File: src/rtl/irq_route_pkg.sv
package irq_route_pkg;

    typedef enum logic [1:0] {
        MODE_FIXED  = 2'd0,
        MODE_BCAST  = 2'd1,
        MODE_LOWEST = 2'd2,
        MODE_RSVD   = 2'd3
    } route_mode_e;

    localparam int unsigned DEF_TARGETS = 4;
    localparam int unsigned DEF_PRIO_W  = 4;
    localparam int unsigned DEF_VEC_W   = 8;

    // Index width that stays legal for a single target.
    function automatic int unsigned idx_width(input int unsigned n);
        return (n > 1) ? $clog2(n) : 1;
    endfunction

endpackage

File: src/rtl/irq_lp_select.sv
module irq_lp_select #(
    parameter int unsigned N  = irq_route_pkg::DEF_TARGETS,
    parameter int unsigned PW = irq_route_pkg::DEF_PRIO_W,
    localparam int unsigned IW = irq_route_pkg::idx_width(N)
) (
    input  logic [N*PW-1:0] prio,
    input  logic [N-1:0]    cand,
    input  logic [IW-1:0]   ptr,
    output logic [N-1:0]    win_oh,
    output logic [IW-1:0]   win_idx,
    output logic            found
);

    logic [PW-1:0] pv [N];
    logic [PW-1:0] min_v;
    logic [N-1:0]  tie;

    for (genvar g = 0; g < N; g++) begin : g_unpack
        assign pv[g]  = prio[g*PW +: PW];
        assign tie[g] = cand[g] && (pv[g] == min_v);
    end

    // Smallest priority among the candidates.
    always_comb begin
        min_v = '1;
        for (int i = 0; i < N; i++) begin
            if (cand[i] && (pv[i] < min_v)) begin
                min_v = pv[i];
            end
        end
    end

    // Cyclic scan from the pointer over the tied candidates.
    always_comb begin
        found   = 1'b0;
        win_idx = '0;
        for (int k = 0; k < N; k++) begin
            int j;
            j = (int'(ptr) + k) % N;
            if (!found && tie[j]) begin
                found   = 1'b1;
                win_idx = IW'(j);
            end
        end
    end

    always_comb begin
        win_oh = '0;
        if (found) begin
            win_oh[win_idx] = 1'b1;
        end
    end

endmodule

File: src/rtl/irq_rr_rotor.sv
module irq_rr_rotor #(
    parameter int unsigned N = irq_route_pkg::DEF_TARGETS,
    localparam int unsigned IW = irq_route_pkg::idx_width(N)
) (
    input  logic          clk,
    input  logic          rst,
    input  logic          adv,
    input  logic [IW-1:0] win_idx,
    output logic [IW-1:0] ptr
);

    localparam logic [IW-1:0] LAST = IW'(N - 1);

    always_ff @(posedge clk) begin
        if (rst) begin
            ptr <= '0;
        end else if (adv) begin
            ptr <= (win_idx == LAST) ? '0 : win_idx + 1'b1;
        end
    end

endmodule

File: src/rtl/irq_dlv_tracker.sv
module irq_dlv_tracker #(
    parameter int unsigned N     = irq_route_pkg::DEF_TARGETS,
    parameter int unsigned VEC_W = irq_route_pkg::DEF_VEC_W
) (
    input  logic             clk,
    input  logic             rst,
    input  logic             load,
    input  logic [N-1:0]     load_mask,
    input  logic [VEC_W-1:0] load_vec,
    input  logic [N-1:0]     take,
    output logic [N-1:0]     pend,
    output logic [VEC_W-1:0] vec_q,
    output logic             busy
);

    always_ff @(posedge clk) begin
        if (rst) begin
            pend  <= '0;
            vec_q <= '0;
        end else if (load) begin
            pend  <= load_mask;
            vec_q <= load_vec;
        end else begin
            pend  <= pend & ~take;
        end
    end

    assign busy = |pend;

endmodule

File: src/rtl/irq_lp_router.sv
module irq_lp_router
    import irq_route_pkg::*;
#(
    parameter int unsigned N_TGT  = DEF_TARGETS,
    parameter int unsigned PRIO_W = DEF_PRIO_W,
    parameter int unsigned VEC_W  = DEF_VEC_W
) (
    input  logic                    clk,
    input  logic                    rst,
    input  logic                    msg_valid,
    output logic                    msg_ready,
    input  logic [1:0]              msg_mode,
    input  logic [N_TGT-1:0]        msg_dest,
    input  logic [VEC_W-1:0]        msg_vector,
    input  logic [N_TGT*PRIO_W-1:0] tgt_prio,
    output logic [N_TGT-1:0]        dlv_valid,
    input  logic [N_TGT-1:0]        dlv_ready,
    output logic [VEC_W-1:0]        dlv_vector,
    output logic                    err_drop
);

    localparam int unsigned IW = idx_width(N_TGT);

    route_mode_e      mode;
    logic             accept;
    logic             busy;
    logic [N_TGT-1:0] route;
    logic [N_TGT-1:0] lp_oh;
    logic [IW-1:0]    lp_idx;
    logic             lp_found;
    logic [IW-1:0]    ptr;
    logic             drop;
    logic             lp_adv;

    assign mode      = route_mode_e'(msg_mode);
    assign msg_ready = ~busy;
    assign accept    = msg_valid & msg_ready;

    irq_lp_select #(.N(N_TGT), .PW(PRIO_W)) u_select (
        .prio    (tgt_prio),
        .cand    (msg_dest),
        .ptr     (ptr),
        .win_oh  (lp_oh),
        .win_idx (lp_idx),
        .found   (lp_found)
    );

    always_comb begin
        unique case (mode)
            MODE_BCAST:  route = '1;
            MODE_FIXED:  route = msg_dest;
            MODE_LOWEST: route = lp_oh;
            default:     route = '0;
        endcase
    end

    assign drop   = (route == '0);
    assign lp_adv = accept && (mode == MODE_LOWEST) && lp_found;

    irq_rr_rotor #(.N(N_TGT)) u_rotor (
        .clk     (clk),
        .rst     (rst),
        .adv     (lp_adv),
        .win_idx (lp_idx),
        .ptr     (ptr)
    );

    irq_dlv_tracker #(.N(N_TGT), .VEC_W(VEC_W)) u_track (
        .clk       (clk),
        .rst       (rst),
        .load      (accept && !drop),
        .load_mask (route),
        .load_vec  (msg_vector),
        .take      (dlv_ready),
        .pend      (dlv_valid),
        .vec_q     (dlv_vector),
        .busy      (busy)
    );

    always_ff @(posedge clk) begin
        if (rst) begin
            err_drop <= 1'b0;
        end else begin
            err_drop <= accept && drop;
        end
    end

endmodule

File: config.mk
export PLATFORM = sky130hd
export DESIGN_NAME = irq_lp_router
export DESIGN_NICKNAME = d
export VERILOG_FILES = /design/src/rtl/irq_route_pkg.sv /design/src/rtl/irq_lp_select.sv /design/src/rtl/irq_rr_rotor.sv /design/src/rtl/irq_dlv_tracker.sv /design/src/rtl/irq_lp_router.sv
export SDC_FILE = /design/constraint.sdc
export NUM_CORES = 1
export LEC_CHECK = 0
export CAP_MARGIN = 20
export CORE_MARGIN = 3
export CORE_UTILIZATION = 51
export DETAILED_ROUTE_END_ITERATION = 8
export PLACE_DENSITY = 0.82
export SLEW_MARGIN = 25
export SYNTH_ARGS = -nofsm -noshare
export SYNTH_HDL_FRONTEND = slang
export SYNTH_SLANG_ARGS = --single-unit
File: constraint.sdc
create_clock -name clk -period 13.02 [get_ports clk]
set_clock_uncertainty 0.2 [all_clocks]
set_input_delay 3.906 -clock clk [delete_from_list [all_inputs] [get_ports clk]]
set_output_delay 3.906 -clock clk [all_outputs]
set_load 0.01 [all_outputs]
==> results.json <==
{
  "clock_tree.root_cell": "sky130_fd_sc_hd__clkbuf_8",
  "synthesis.nets": 303,
  "layout-drive-gt1-share_pct": 9.428,
  "cts_made_buffers": 3,
  "post_synth_simple_gate_area_pct": 23.83,
  "final_hold_viol_count": 0,
  "hold_buffers": 0,
  "die_width_um": 69.93,
  "worstPathMaxFanout": 12,
  "io_pins": 51,
  "power.sequential.fraction_pct": 23.7,
  "detailedRoute.firstPassIterationCount": 5,
  "setup_tns_ps": 0,
  "synth_top_family_by_area": "compound AO/OA/AOI/OAI gates",
  "synth_seq_cells": 15,
  "yosys.cell_types.count": 65,
  "rr_startpoint": "u_rotor.ptr[1]",
  "intPower_mw": 0.1303,
  "drtIter0Drc": 222,
  "rsz_0062_raised_after_global_routing": "false",
  "rows": 22,
  "post_synth_mux_area_share_pct": 7.083,
  "stdcell_area_um2": 2616,
  "flow.area_growth_from_synthesis_pct": 25.51,
  "irDropWorstVdd_uv": 55.05,
  "post-route-period-util_pct": 90.29,
  "crit_path_max_incr_delay_ps": 700,
  "total_leakage_power_nw": 1.018,
  "postSynthCellCount": 255,
  "critPathKind": "in -> reg",
  "grt_start_max_net_pins": 16,
  "gp_routability_congestion": 0.9266,
  "cp-end-kind": "register",
  "nets": 346,
  "initial_core_util_pct": 54.87,
  "async_reset_ff_share_pct": 0,
  "worstPathRequired_ps": 12950,
  "worst_min_path_class": "reg -> reg",
  "powerDensity_nw_per_um2": 83.41,
  "postPlaceCellArea_um2": 2566,
  "antenna_found_initial": 0,
  "post_cts_resize_count": 0,
  "grt_use_total_pct": 22.84,
  "cts.reportedPaths.clkPinSlew_ps": 70,
  "share_comb_of_total_power_pct": 58.2,
  "setup.worst_path.start_class": "input port",
  "post_synth_xor_area_fraction_pct": 10.02,
  "synth.yosys.warnings": 0,
  "relSlewSlack_pct": 52.45,
  "reg2regPathDepth": 11,
  "cap_violations": 0,
  "n_antenna_cell": 0,
  "globalRoute.totalOverflow": 0,
  "postRouteWirelength_um": 5592,
  "post_synth_fa_ha_maj_area_fraction_pct": 6.603,
  "detailed_place_hpwl_um": 4439,
  "post-cts-setup-buffer-count": 0,
  "cp_common_cell": "sky130_fd_sc_hd__ha_1",
  "critPathArrivalTime_ps": 11680,
  "route.detailed.wl_per_inst_um": 16.21,
  "ctsLongestPathBuffers": 2,
  "synth_edf_count": 0,
  "vias_per_cell": 6.148,
  "via_count_of_the_first_global_routing_pass": 1920,
  "run_status": "complete, no violations",
  "first_pass_grt_wire_length_um": 9446,
  "clock_latency_ps": 260,
  "dr_total_vias": 2121,
  "net-switching-power_mw": 0.08792,
  "die_h_um": 69.93,
  "fraction_of_power_consumed_by_the_clock_network_pct": 18.1,
  "port_buffers": 50,
  "final_max_slew_viol_count": 0,
  "yosysSeqAreaShare_pct": 14.41,
  "cts_tree": "yes",
  "top_ff_cell_synth": "sky130_fd_sc_hd__dfxtp_1",
  "synth.avg_cell_area_um2": 8.175,
  "setup_viol": 0,
  "regToRegEndpoint": "u_track.vec_q[7]",
  "synth_area_um2": 2084,
  "final_period_minus_worst_setup_slack_ps": 11760,
  "critical_path.slowest_cell": "sky130_fd_sc_hd__clkdlybuf4s50_1",
  "core_area_um2": 3799,
  "switching_share_pct": 40.29,
  "antenna_violating_nets_post_route": 0,
  "synth_compound_area_share_pct": 32.29,
  "r2r_setup_slack_ps": 10420,
  "critical_path.startpoint": "msg_dest[0]",
  "h-tree-depth": 1,
  "timing_worst_slew_pin_value_ps": 711.5,
  "drc_errors": 0,
  "cts.sinks": 15,
  "crit_path_to": "u_track.vec_q[7]",
  "achievable-frequency_mhz": 85.07,
  "die_area_um2": 4890
}
[critical path, delay by kind of cell]
kind            cells  cell delay, ps
simple gates       10            2170
buf+inv             1             700
mux                 2             610
fa+ha+maj           4            1030
compound gates     12            3210
[cell usage after synthesis (5+ instances only)]
| master | n | area share, % |
|---|---|---|
| sky130_fd_sc_hd__xor2_1 | 6 | 2.5 |
| sky130_fd_sc_hd__mux2i_1 | 11 | 5.3 |
| sky130_fd_sc_hd__a21oi_1 | 9 | 2.2 |
| sky130_fd_sc_hd__nor2b_1 | 6 | 1.8 |
| sky130_fd_sc_hd__ha_1 | 11 | 6.6 |
| sky130_fd_sc_hd__nand3_1 | 8 | 1.9 |
| sky130_fd_sc_hd__nor3_1 | 5 | 1.2 |
| sky130_fd_sc_hd__nor2_1 | 22 | 4.0 |
| sky130_fd_sc_hd__nand2b_1 | 15 | 4.5 |
| sky130_fd_sc_hd__a21o_1 | 6 | 2.2 |
| sky130_fd_sc_hd__a31oi_1 | 6 | 1.8 |
| sky130_fd_sc_hd__o21ai_0 | 10 | 2.4 |
| sky130_fd_sc_hd__inv_1 | 11 | 2.0 |
| sky130_fd_sc_hd__xnor2_1 | 16 | 6.7 |
| sky130_fd_sc_hd__nand2_1 | 10 | 1.8 |
| sky130_fd_sc_hd__dfxtp_1 | 15 | 14 |
| sky130_fd_sc_hd__a211oi_1 | 7 | 2.5 |
[how the worst min path moves through the flow]
stage,depth (start not counted),startpoint,slack [ps],endpoint
final,2,u_track.vec_q[4],300,u_track.vec_q[4]
after global routing,2,u_track.vec_q[4],340,u_track.vec_q[4]
after CTS,2,u_track.vec_q[4],300,u_track.vec_q[4]
after detailed placement,2,u_track.vec_q[4],290,u_track.vec_q[4]
after global placement,2,u_track.vec_q[6],280,u_track.vec_q[6]
after floorplan,2,u_track.pend[1],320,u_track.pend[1]
[power by group through the flow]
stage | registers, mW | clock network (mW) | logic (mW)
CTS | 0.0518 | 0.0406 | 0.125
floorplan | 0.0539 | 0 | 0.0883
global placement | 0.0527 | 0 | 0.124
finish | 0.0518 | 0.0394 | 0.127
global route | 0.0523 | 0.0426 | 0.140
detailed placement | 0.0527 | 0 | 0.125
[through the flow]
step	std cells	utilization [%]	power [mW]	hold WS [ps]	setup WS, ps
6_report	345	68.87	0.2182	298.8	1264
5_1_grt	345	68.87	0.2344	341.8	529.6
4_1_cts	345	68.84	0.2179	304.4	1207
3_5_place_dp	341	67.56	0.1776	286.6	952.9
3_3_place_gp	341	67.56	0.1769	281.4	1192
2_1_floorplan	255	-	0.1422	322.0	2129
[cell usage in the layout, fill, tap and decap left out, drive strengths merged, types with 4 or more instances in the layout]
cell / instances
clkdlybuf4s50: 50
o22a: 4
xnor2: 17
xor2: 6
nor2: 22
nand3: 8
nor3: 5
a21oi: 9
a211oi: 9
inv: 11
nand2b: 16
o21ai: 11
o22ai: 5
a31oi: 9
a21o: 6
nor2b: 6
nand2: 10
o211ai: 4
dfxtp: 15
ha: 11
nor4: 4
mux2i: 11
[metal layers]
metal	up-vias	track usage, %	wire (um)
met2	77	34.21	2423
met1	990	35.08	2821
li1	1047	-	-
met5	-	0	0
met3	7	3.022	296
met4	0	3.617	50
[registers in the layout, summed over array words and instances (netlist names)]
signal / flops
err_drop: 1
u_track.pend: 4
u_track.vec_q: 8
u_rotor.ptr: 2
[area by class of cell]
| class | instances | area [um^2] |
|---|---|---|
| inverters | 11 | 41.29 |
| clock inverters | 1 | 7.507 |
| well taps | 48 | 60.06 |
| fillers | 316 | 1182 |
| flip-flops and latches | 15 | 300.3 |
| multi-input cells | 217 | 1665 |
| clock buffers | 3 | 41.29 |
| repair buffers | 50 | 500.5 |
[cells by family after synthesis]
group	after synthesis
flip-flops	15
XOR/XNOR	23
adder cells (fa/ha/maj)	11
buffers and inverters	23
AND/OR/NAND/NOR	88
AO/OA/AOI/OAI	81
multiplexers	14
Power figures use the tool's default switching activity.
